===== src/rtl/lcd_seq_pkg.sv =====
package lcd_seq_pkg;

  localparam int ENTRIES     = 24;
  localparam int PTR_W       = $clog2(ENTRIES + 1);
  localparam int SETUP_LEN   = 4;
  localparam int GREET_LEN   = 19;
  localparam int GREET_LAST  = SETUP_LEN + GREET_LEN - 1;
  localparam logic [8*GREET_LEN-1:0] GREETING = "Hello From FPGA Lab";

  // Prefixes in bits [9:8]: {rs, rw}
  localparam logic [1:0] KIND_INSTR = 2'b00;
  localparam logic [1:0] KIND_CHAR  = 2'b10;

  typedef struct packed {
    logic loadBus;     // latch table entry at pointer onto the bus
    logic armEnable;   // raise E, start enable-width timer
    logic dropEnable;  // lower E, start settle timer
    logic advance;     // step pointer to next entry
  } seqStrobes_t;

  function automatic logic [9:0] tableEntry(input logic [PTR_W-1:0] idx);
    int i;
    logic [9:0] e;
    i = int'(idx);
    if (i < SETUP_LEN) begin
      case (i)
        0:       e = {KIND_INSTR, 8'h3C};
        1:       e = {KIND_INSTR, 8'h0C};
        2:       e = {KIND_INSTR, 8'h01};
        default: e = {KIND_INSTR, 8'h02};
      endcase
    end else if (i <= GREET_LAST) begin
      e = {KIND_CHAR, GREETING[8*(GREET_LAST - i) +: 8]};
    end else if (i == ENTRIES - 1) begin
      e = {KIND_INSTR, 8'h18};
    end else begin
      e = '0;
    end
    return e;
  endfunction

endpackage


===== src/rtl/lcd_seq_datapath.sv =====
module lcd_seq_datapath
  import lcd_seq_pkg::*;
#(
  parameter int PWR_CYC   = 2000000,
  parameter int EN_CYC    = 25,
  parameter int SHORT_CYC = 2000,
  parameter int LONG_CYC  = 80000
) (
  input  logic        clk,
  input  logic        rst,
  input  seqStrobes_t stb,
  output logic        timerZero,
  output logic        lastEntry,
  output logic        lcdRs,
  output logic        lcdRw,
  output logic        lcdE,
  output logic [7:0]  lcdData
);

  localparam int MAX_AB  = (PWR_CYC > EN_CYC) ? PWR_CYC : EN_CYC;
  localparam int MAX_CD  = (SHORT_CYC > LONG_CYC) ? SHORT_CYC : LONG_CYC;
  localparam int MAX_CYC = (MAX_AB > MAX_CD) ? MAX_AB : MAX_CD;
  localparam int TMR_W   = $clog2(MAX_CYC + 1);

  logic [TMR_W-1:0] timer;
  logic [PTR_W-1:0] ptr;
  logic             longSettle;

  // clear and return-home instructions need the long settle time
  assign longSettle = !lcdRs && (lcdData[7:2] == 6'd0) && (lcdData[1:0] != 2'd0);
  assign timerZero  = (timer == '0);
  assign lastEntry  = (ptr == PTR_W'(ENTRIES - 1));

  always_ff @(posedge clk) begin
    if (rst)
      timer <= TMR_W'(PWR_CYC - 1);
    else if (stb.armEnable)
      timer <= TMR_W'(EN_CYC - 1);
    else if (stb.dropEnable)
      timer <= longSettle ? TMR_W'(LONG_CYC - 1) : TMR_W'(SHORT_CYC - 1);
    else if (!timerZero)
      timer <= timer - 1'b1;
  end

  always_ff @(posedge clk) begin
    if (rst)
      ptr <= '0;
    else if (stb.advance && ptr != PTR_W'(ENTRIES))
      ptr <= ptr + 1'b1;
  end

  always_ff @(posedge clk) begin
    if (rst)
      {lcdRs, lcdRw, lcdData} <= '0;
    else if (stb.loadBus)
      {lcdRs, lcdRw, lcdData} <= tableEntry(ptr);
  end

  always_ff @(posedge clk) begin
    if (rst)
      lcdE <= 1'b0;
    else if (stb.armEnable)
      lcdE <= 1'b1;
    else if (stb.dropEnable)
      lcdE <= 1'b0;
  end


  ptr_range_chk: assert property (@(posedge clk) disable iff (rst)
    ptr <= PTR_W'(ENTRIES));


  bus_hold_chk: assert property (@(posedge clk) disable iff (rst)
    lcdE |=> $stable({lcdRs, lcdRw, lcdData}));


  write_only_chk: assert property (@(posedge clk) disable iff (rst)
    !lcdRw);

endmodule


===== src/rtl/lcd_seq_ctrl.sv =====
module lcd_seq_ctrl
  import lcd_seq_pkg::*;
(
  input  logic        clk,
  input  logic        rst,
  input  logic        timerZero,
  input  logic        lastEntry,
  output seqStrobes_t stb,
  output logic        done
);

  typedef enum logic [2:0] {
    ST_POWER, ST_LOAD, ST_ARM, ST_PULSE, ST_SETTLE, ST_DONE
  } seqState_t;

  seqState_t state, nextState;

  always_ff @(posedge clk) begin
    if (rst) state <= ST_POWER;
    else     state <= nextState;
  end

  always_comb begin
    nextState = state;
    stb       = '0;
    case (state)
      ST_POWER:  if (timerZero) nextState = ST_LOAD;
      ST_LOAD: begin
        stb.loadBus = 1'b1;
        nextState   = ST_ARM;
      end
      ST_ARM: begin
        stb.armEnable = 1'b1;
        nextState     = ST_PULSE;
      end
      ST_PULSE: if (timerZero) begin
        stb.dropEnable = 1'b1;
        nextState      = ST_SETTLE;
      end
      ST_SETTLE: if (timerZero) begin
        stb.advance = 1'b1;
        nextState   = lastEntry ? ST_DONE : ST_LOAD;
      end
      default: nextState = ST_DONE;
    endcase
  end

  assign done = (state == ST_DONE);


  done_sticky_chk: assert property (@(posedge clk) disable iff (rst)
    done |=> done);


  load_before_arm_chk: assert property (@(posedge clk) disable iff (rst)
    stb.armEnable |-> $past(stb.loadBus));

endmodule


===== src/rtl/lcd_seq_top.sv =====
module lcd_seq_top
  import lcd_seq_pkg::*;
#(
  parameter int PWR_CYC   = 2000000,
  parameter int EN_CYC    = 25,
  parameter int SHORT_CYC = 2000,
  parameter int LONG_CYC  = 80000
) (
  input  logic       clk,
  input  logic       rst,
  output logic       lcdRs,
  output logic       lcdRw,
  output logic       lcdE,
  output logic [7:0] lcdData,
  output logic       done
);

  seqStrobes_t stb;
  logic        timerZero;
  logic        lastEntry;

  lcd_seq_ctrl ctrl (
    .clk       (clk),
    .rst       (rst),
    .timerZero (timerZero),
    .lastEntry (lastEntry),
    .stb       (stb),
    .done      (done)
  );

  lcd_seq_datapath #(
    .PWR_CYC   (PWR_CYC),
    .EN_CYC    (EN_CYC),
    .SHORT_CYC (SHORT_CYC),
    .LONG_CYC  (LONG_CYC)
  ) dpath (
    .clk       (clk),
    .rst       (rst),
    .stb       (stb),
    .timerZero (timerZero),
    .lastEntry (lastEntry),
    .lcdRs     (lcdRs),
    .lcdRw     (lcdRw),
    .lcdE      (lcdE),
    .lcdData   (lcdData)
  );


  done_quiet_chk: assert property (@(posedge clk) disable iff (rst)
    done |-> !lcdE);

endmodule


===== config.mk =====
export PLATFORM = sky130hd
export DESIGN_NAME = lcd_seq_top
export DESIGN_NICKNAME = d
export VERILOG_FILES = /design/src/rtl/lcd_seq_pkg.sv /design/src/rtl/lcd_seq_datapath.sv /design/src/rtl/lcd_seq_ctrl.sv /design/src/rtl/lcd_seq_top.sv
export SDC_FILE = /design/constraint.sdc
export NUM_CORES = 1
export LEC_CHECK = 0
export ABC_AREA = 0
export BUFFER_PORTS_ARGS = -buffer_cell sky130_fd_sc_hd__buf_2
export CAP_MARGIN = 20
export CORE_ASPECT_RATIO = 0.8
export CORE_MARGIN = 2
export CORE_UTILIZATION = 30
export CTS_BUF_LIST = sky130_fd_sc_hd__clkbuf_2 sky130_fd_sc_hd__clkbuf_4 sky130_fd_sc_hd__clkbuf_8
export CTS_CLUSTER_DIAMETER = 40
export DETAILED_ROUTE_END_ITERATION = 6
export HOLD_SLACK_MARGIN = 0.03
export PLACE_DENSITY = 0.52
export SKIP_LAST_GASP = 1
export SYNTH_ARGS = -nofsm -noshare
export SYNTH_HDL_FRONTEND = slang
export SYNTH_HIERARCHICAL = 1
export SYNTH_SLANG_ARGS = --single-unit
export TNS_END_PERCENT = 100

===== constraint.sdc =====
create_clock -name clk -period 2.31 [get_ports clk]
set_input_delay 0.1155 -clock clk [delete_from_list [all_inputs] [get_ports clk]]
set_output_delay 0.1155 -clock clk [all_outputs]
set_load 0.01 [all_outputs]

==> impl_metrics.py <==
metrics = {
    "run_status": {
        "outcome": "complete, no violations",
    },
    "worst_setup_path": {
        "regToRegEndpoint": "dpath/timer[8]",
        "setup.worst_path.start_class": "register",
        "crit_fanout": 3,
        "cp.arrival_ns": 2.43,
        "reg2reg_from": "dpath/timer[12]",
        "reg2regPathDepth": 9,
        "r2r_slack_ns": 0.05,
        "required_ns": 2.48,
        "crit_path_end_kind": "register",
        "critPathKind": "reg -> reg",
    },
    "power": {
        "p_per_area_mw_per_mm2": 390.2,
        "switching_share_pct": 22.21,
        "p_clk_share_pct": 43.6,
        "p_comb_share_pct": 3.9,
        "p_leak_nw": 1.120,
        "vdd_drop_max_v": 0.0001873,
        "p_total_mw": 1.261,
        "switchingPower_uw": 280.2,
        "p_seq_share_pct": 52.5,
        "intPower_uw": 981.3,
    },
    "sta": {
        "finalHoldViolations": 0,
        "fin_crit_sh_pct": 97.89,
        "worstMarginPinSlew_ns": 0.7662,
        "slew_violations": 0,
        "max_freq_ghz": 0.4422,
        "grt_setup_unrepaired": "true",
        "timing.final.ws_setup_ns": 0.04876,
        "max_slew_margin_pct": 48.85,
        "min_period_ns": 2.261,
        "final-setup-viol-count": 0,
        "fin_skew_ns": 0.005444,
    },
    "clocking": {
        "htreeDepth": 2,
        "root_buffer": "clkbuf_8",
        "holdBufCountCts": 0,
        "path_clk_slew_ns": 0.08,
        "cts_tree": "done",
        "numCtsBuffers": 5,
        "worst_skew_pair.late_latency_ns": 0.29,
        "cts_buffer_depth": 2,
        "cts.sinks": 38,
    },
    "route": {
        "drt-total-wl_um": 8006,
        "ant_nets": 0,
        "routed_via_density": 5.633,
        "drt_iter0_drc": 194,
        "drcViolationCount": 0,
        "wl_per_cell_um": 16.31,
        "vias": 2766,
        "firstDrtPassIters": 4,
    },
    "finish": {
        "antennaDiodeCount": 0,
        "fin_nets": 386,
        "drive_gt1_share_pct": 22.43,
        "syn_to_final_growth_pct": 19.35,
    },
    "placement": {
        "routabilityCongestion": 0.8398,
        "dp_hpwl_um": 5737,
        "port_buffers": 11,
        "dp_slack_ns": -0.04655,
    },
    "floorplan": {
        "die_area_mm2": 0.009810,
        "fp.coreArea_mm2": 0.008633,
        "pin_count": 14,
        "initial_utilization_pct": 31.38,
        "fp.dieW_um": 110.2,
        "row_count": 30,
        "fp.dieH_um": 88.99,
    },
    "synthesis": {
        "avgSynthCellArea_um2": 7.674,
        "async_flop_share_pct": 0,
        "ys_ff_latch": 38,
        "yosys_warnings": 6,
        "synth_area_mm2": 0.002709,
        "syn_inst": 353,
        "synth_cell_types": 66,
        "ys.flop_type": "dfxtp_1",
        "ys_seq_area_share_pct": 28.08,
        "synth-edff-count": 0,
    },
    "worst_hold_path": {
        "hold_path.startpoint": "rst",
        "holdPathStages": 2,
        "hold_class": "in -> reg",
        "whs_endpoint": "dpath/timer[15]",
    },
    "grt": {
        "grt_overflow": 0,
        "grt_usage_pct": 16.74,
        "grt_max_degree": 24,
        "antenna_found_initial": 0,
        "grt_pass1_wl_um": 13010,
        "grt_pass1_vias": 2537,
    },
    "job": {
        "drv_cap": 0,
    },
}
## layer usage
metal / wire (µm) / GRT usage [%]
met5: 0 / 0
met4: 25 / 2.386
met3: 501 / 2.332
met2: 3205 / 24.04
met1: 4274 / 26.62
## placed cells by master, fill, tap and decap left out, types with 4 or more instances in the layout
cell	count
nor2_1	33
dfxtp_1	36
nand3_1	10
nor4_1	7
nor3_1	17
a21o_1	5
o21ai_0	16
nand2_1	33
nor4_2	4
clkbuf_8	8
and3_1	5
xnor2_1	16
ha_1	6
buf_2	11
o31ai_1	7
a31oi_1	9
o2111ai_1	6
inv_1	7
and2_1	5
nand4_1	5
o21ai_1	4
buf_4	31
xor2_1	4
a21oi_1	13
## sequential cells by signal (all words and copies together) (netlist names)
register,count
ctrl/state,3
dpath/lcdData,7
dpath/lcdRs,1
dpath/timer,21
dpath/lcdE,1
dpath/ptr,5
## worst max path at each step
| stage | from | end | slack, ns | cells past startpoint |
|---|---|---|---|---|
| floorplan | dpath/timer[11] | dpath/timer[8] | 0.01 | 9 |
| global placement | dpath/timer[0] | dpath/timer[8] | 0.06 | 11 |
| detailed placement | dpath/timer[1] | dpath/timer[8] | -0.05 | 11 |
| CTS | dpath/timer[5] | dpath/timer[16] | -0.003 | 9 |
| global route | dpath/timer[12] | dpath/timer[16] | -0.04 | 9 |
| finish | dpath/timer[12] | dpath/timer[8] | 0.05 | 9 |
## synthesized netlist by cell type (4+ instances only)
master / number / area [µm²]
xnor2_1: 16 / 140.1
a31oi_1: 9 / 56.30
a21oi_1: 13 / 65.06
a21o_1: 5 / 37.54
nand4_1: 5 / 31.28
and2_1: 5 / 31.28
xor2_1: 4 / 35.03
o2111ai_1: 8 / 70.07
dfxtp_1: 38 / 760.7
o31ai_1: 7 / 52.55
clkbuf_1: 17 / 63.81
nor4_1: 8 / 50.05
inv_1: 8 / 30.03
buf_2: 4 / 20.02
and3_1: 6 / 37.54
o21ai_0: 16 / 80.08
nor3_1: 17 / 85.08
o21ai_1: 4 / 20.02
ha_1: 6 / 75.07
nor4b_1: 4 / 35.03
nor2_1: 34 / 127.6
nand3_1: 10 / 50.05
nand2_1: 35 / 131.4
## stage by stage
stage | cells | hold WS, ns | cell area, µm² | util, % | TNS (ns)
floorplan | 354 | 0.1849 | 2726 | - | 0
CTS | 488 | 0.2309 | 3123 | 36.17 | -0.002783
finish | 491 | 0.2299 | 3233 | 37.45 | 0
global route | 491 | 0.2515 | 3233 | 37.45 | -0.1393
detailed placement | 480 | 0.4925 | 3007 | 34.83 | -0.1579
global placement | 480 | 0.4719 | 3007 | 34.83 | 0
## final cells by class
| type | instances | area [µm²] |
|---|---|---|
| fill | 910 | 5400 |
| inverter | 11 | 45.04 |
| clock buffer | 8 | 110.1 |
| tap | 112 | 140.1 |
| timing repair buffer | 44 | 310.3 |
| multi-input combinational | 278 | 1864 |
| sequential | 38 | 763.2 |
## power by group through the flow
stage	Combinational (mW)	Clock, mW	Sequential [mW]
after floorplan	0.0275	0	0.680
after global placement	0.0479	0	0.677
after detailed placement	0.0486	0	0.678
after CTS	0.0490	0.558	0.662
after global routing	0.0558	0.583	0.664
final	0.0491	0.550	0.663
## critical path, cell delays in order (launching register included)
cell and delay (ns):
dfxtp_2 0.33, or4_4 0.56, nor2_4 0.14, and3_4 0.21, nand2_4 0.06, nor2_4 0.15
buf_6 0.14, o2111ai_4 0.11, o311ai_2 0.32, nand3_1 0.11
## logic make-up (layout without fill, tap and decap cells)
logic type | count (synthesis) | count (layout) | share of synthesized area [%]
AND/OR/NAND/NOR | 155 | 155 | 31.27
AO/OA/AOI/OAI | 95 | 95 | 24.71
adder cells (fa/ha/maj) | 6 | 6 | 2.771
buffers and inverters | 38 | 63 | 6.559
XOR/XNOR | 20 | 20 | 6.466
flip-flops | 38 | 38 | 28.08
other | 1 | 2 | 0.1384
## what timing repair did
item                       in CTS  in global routing
setup endpoints to repair      10                 23
pin swaps                       0                  7
setup buffers                   0                  3
resized for setup               2                 18
No activity file was read; power rests on OpenSTA's default activity.
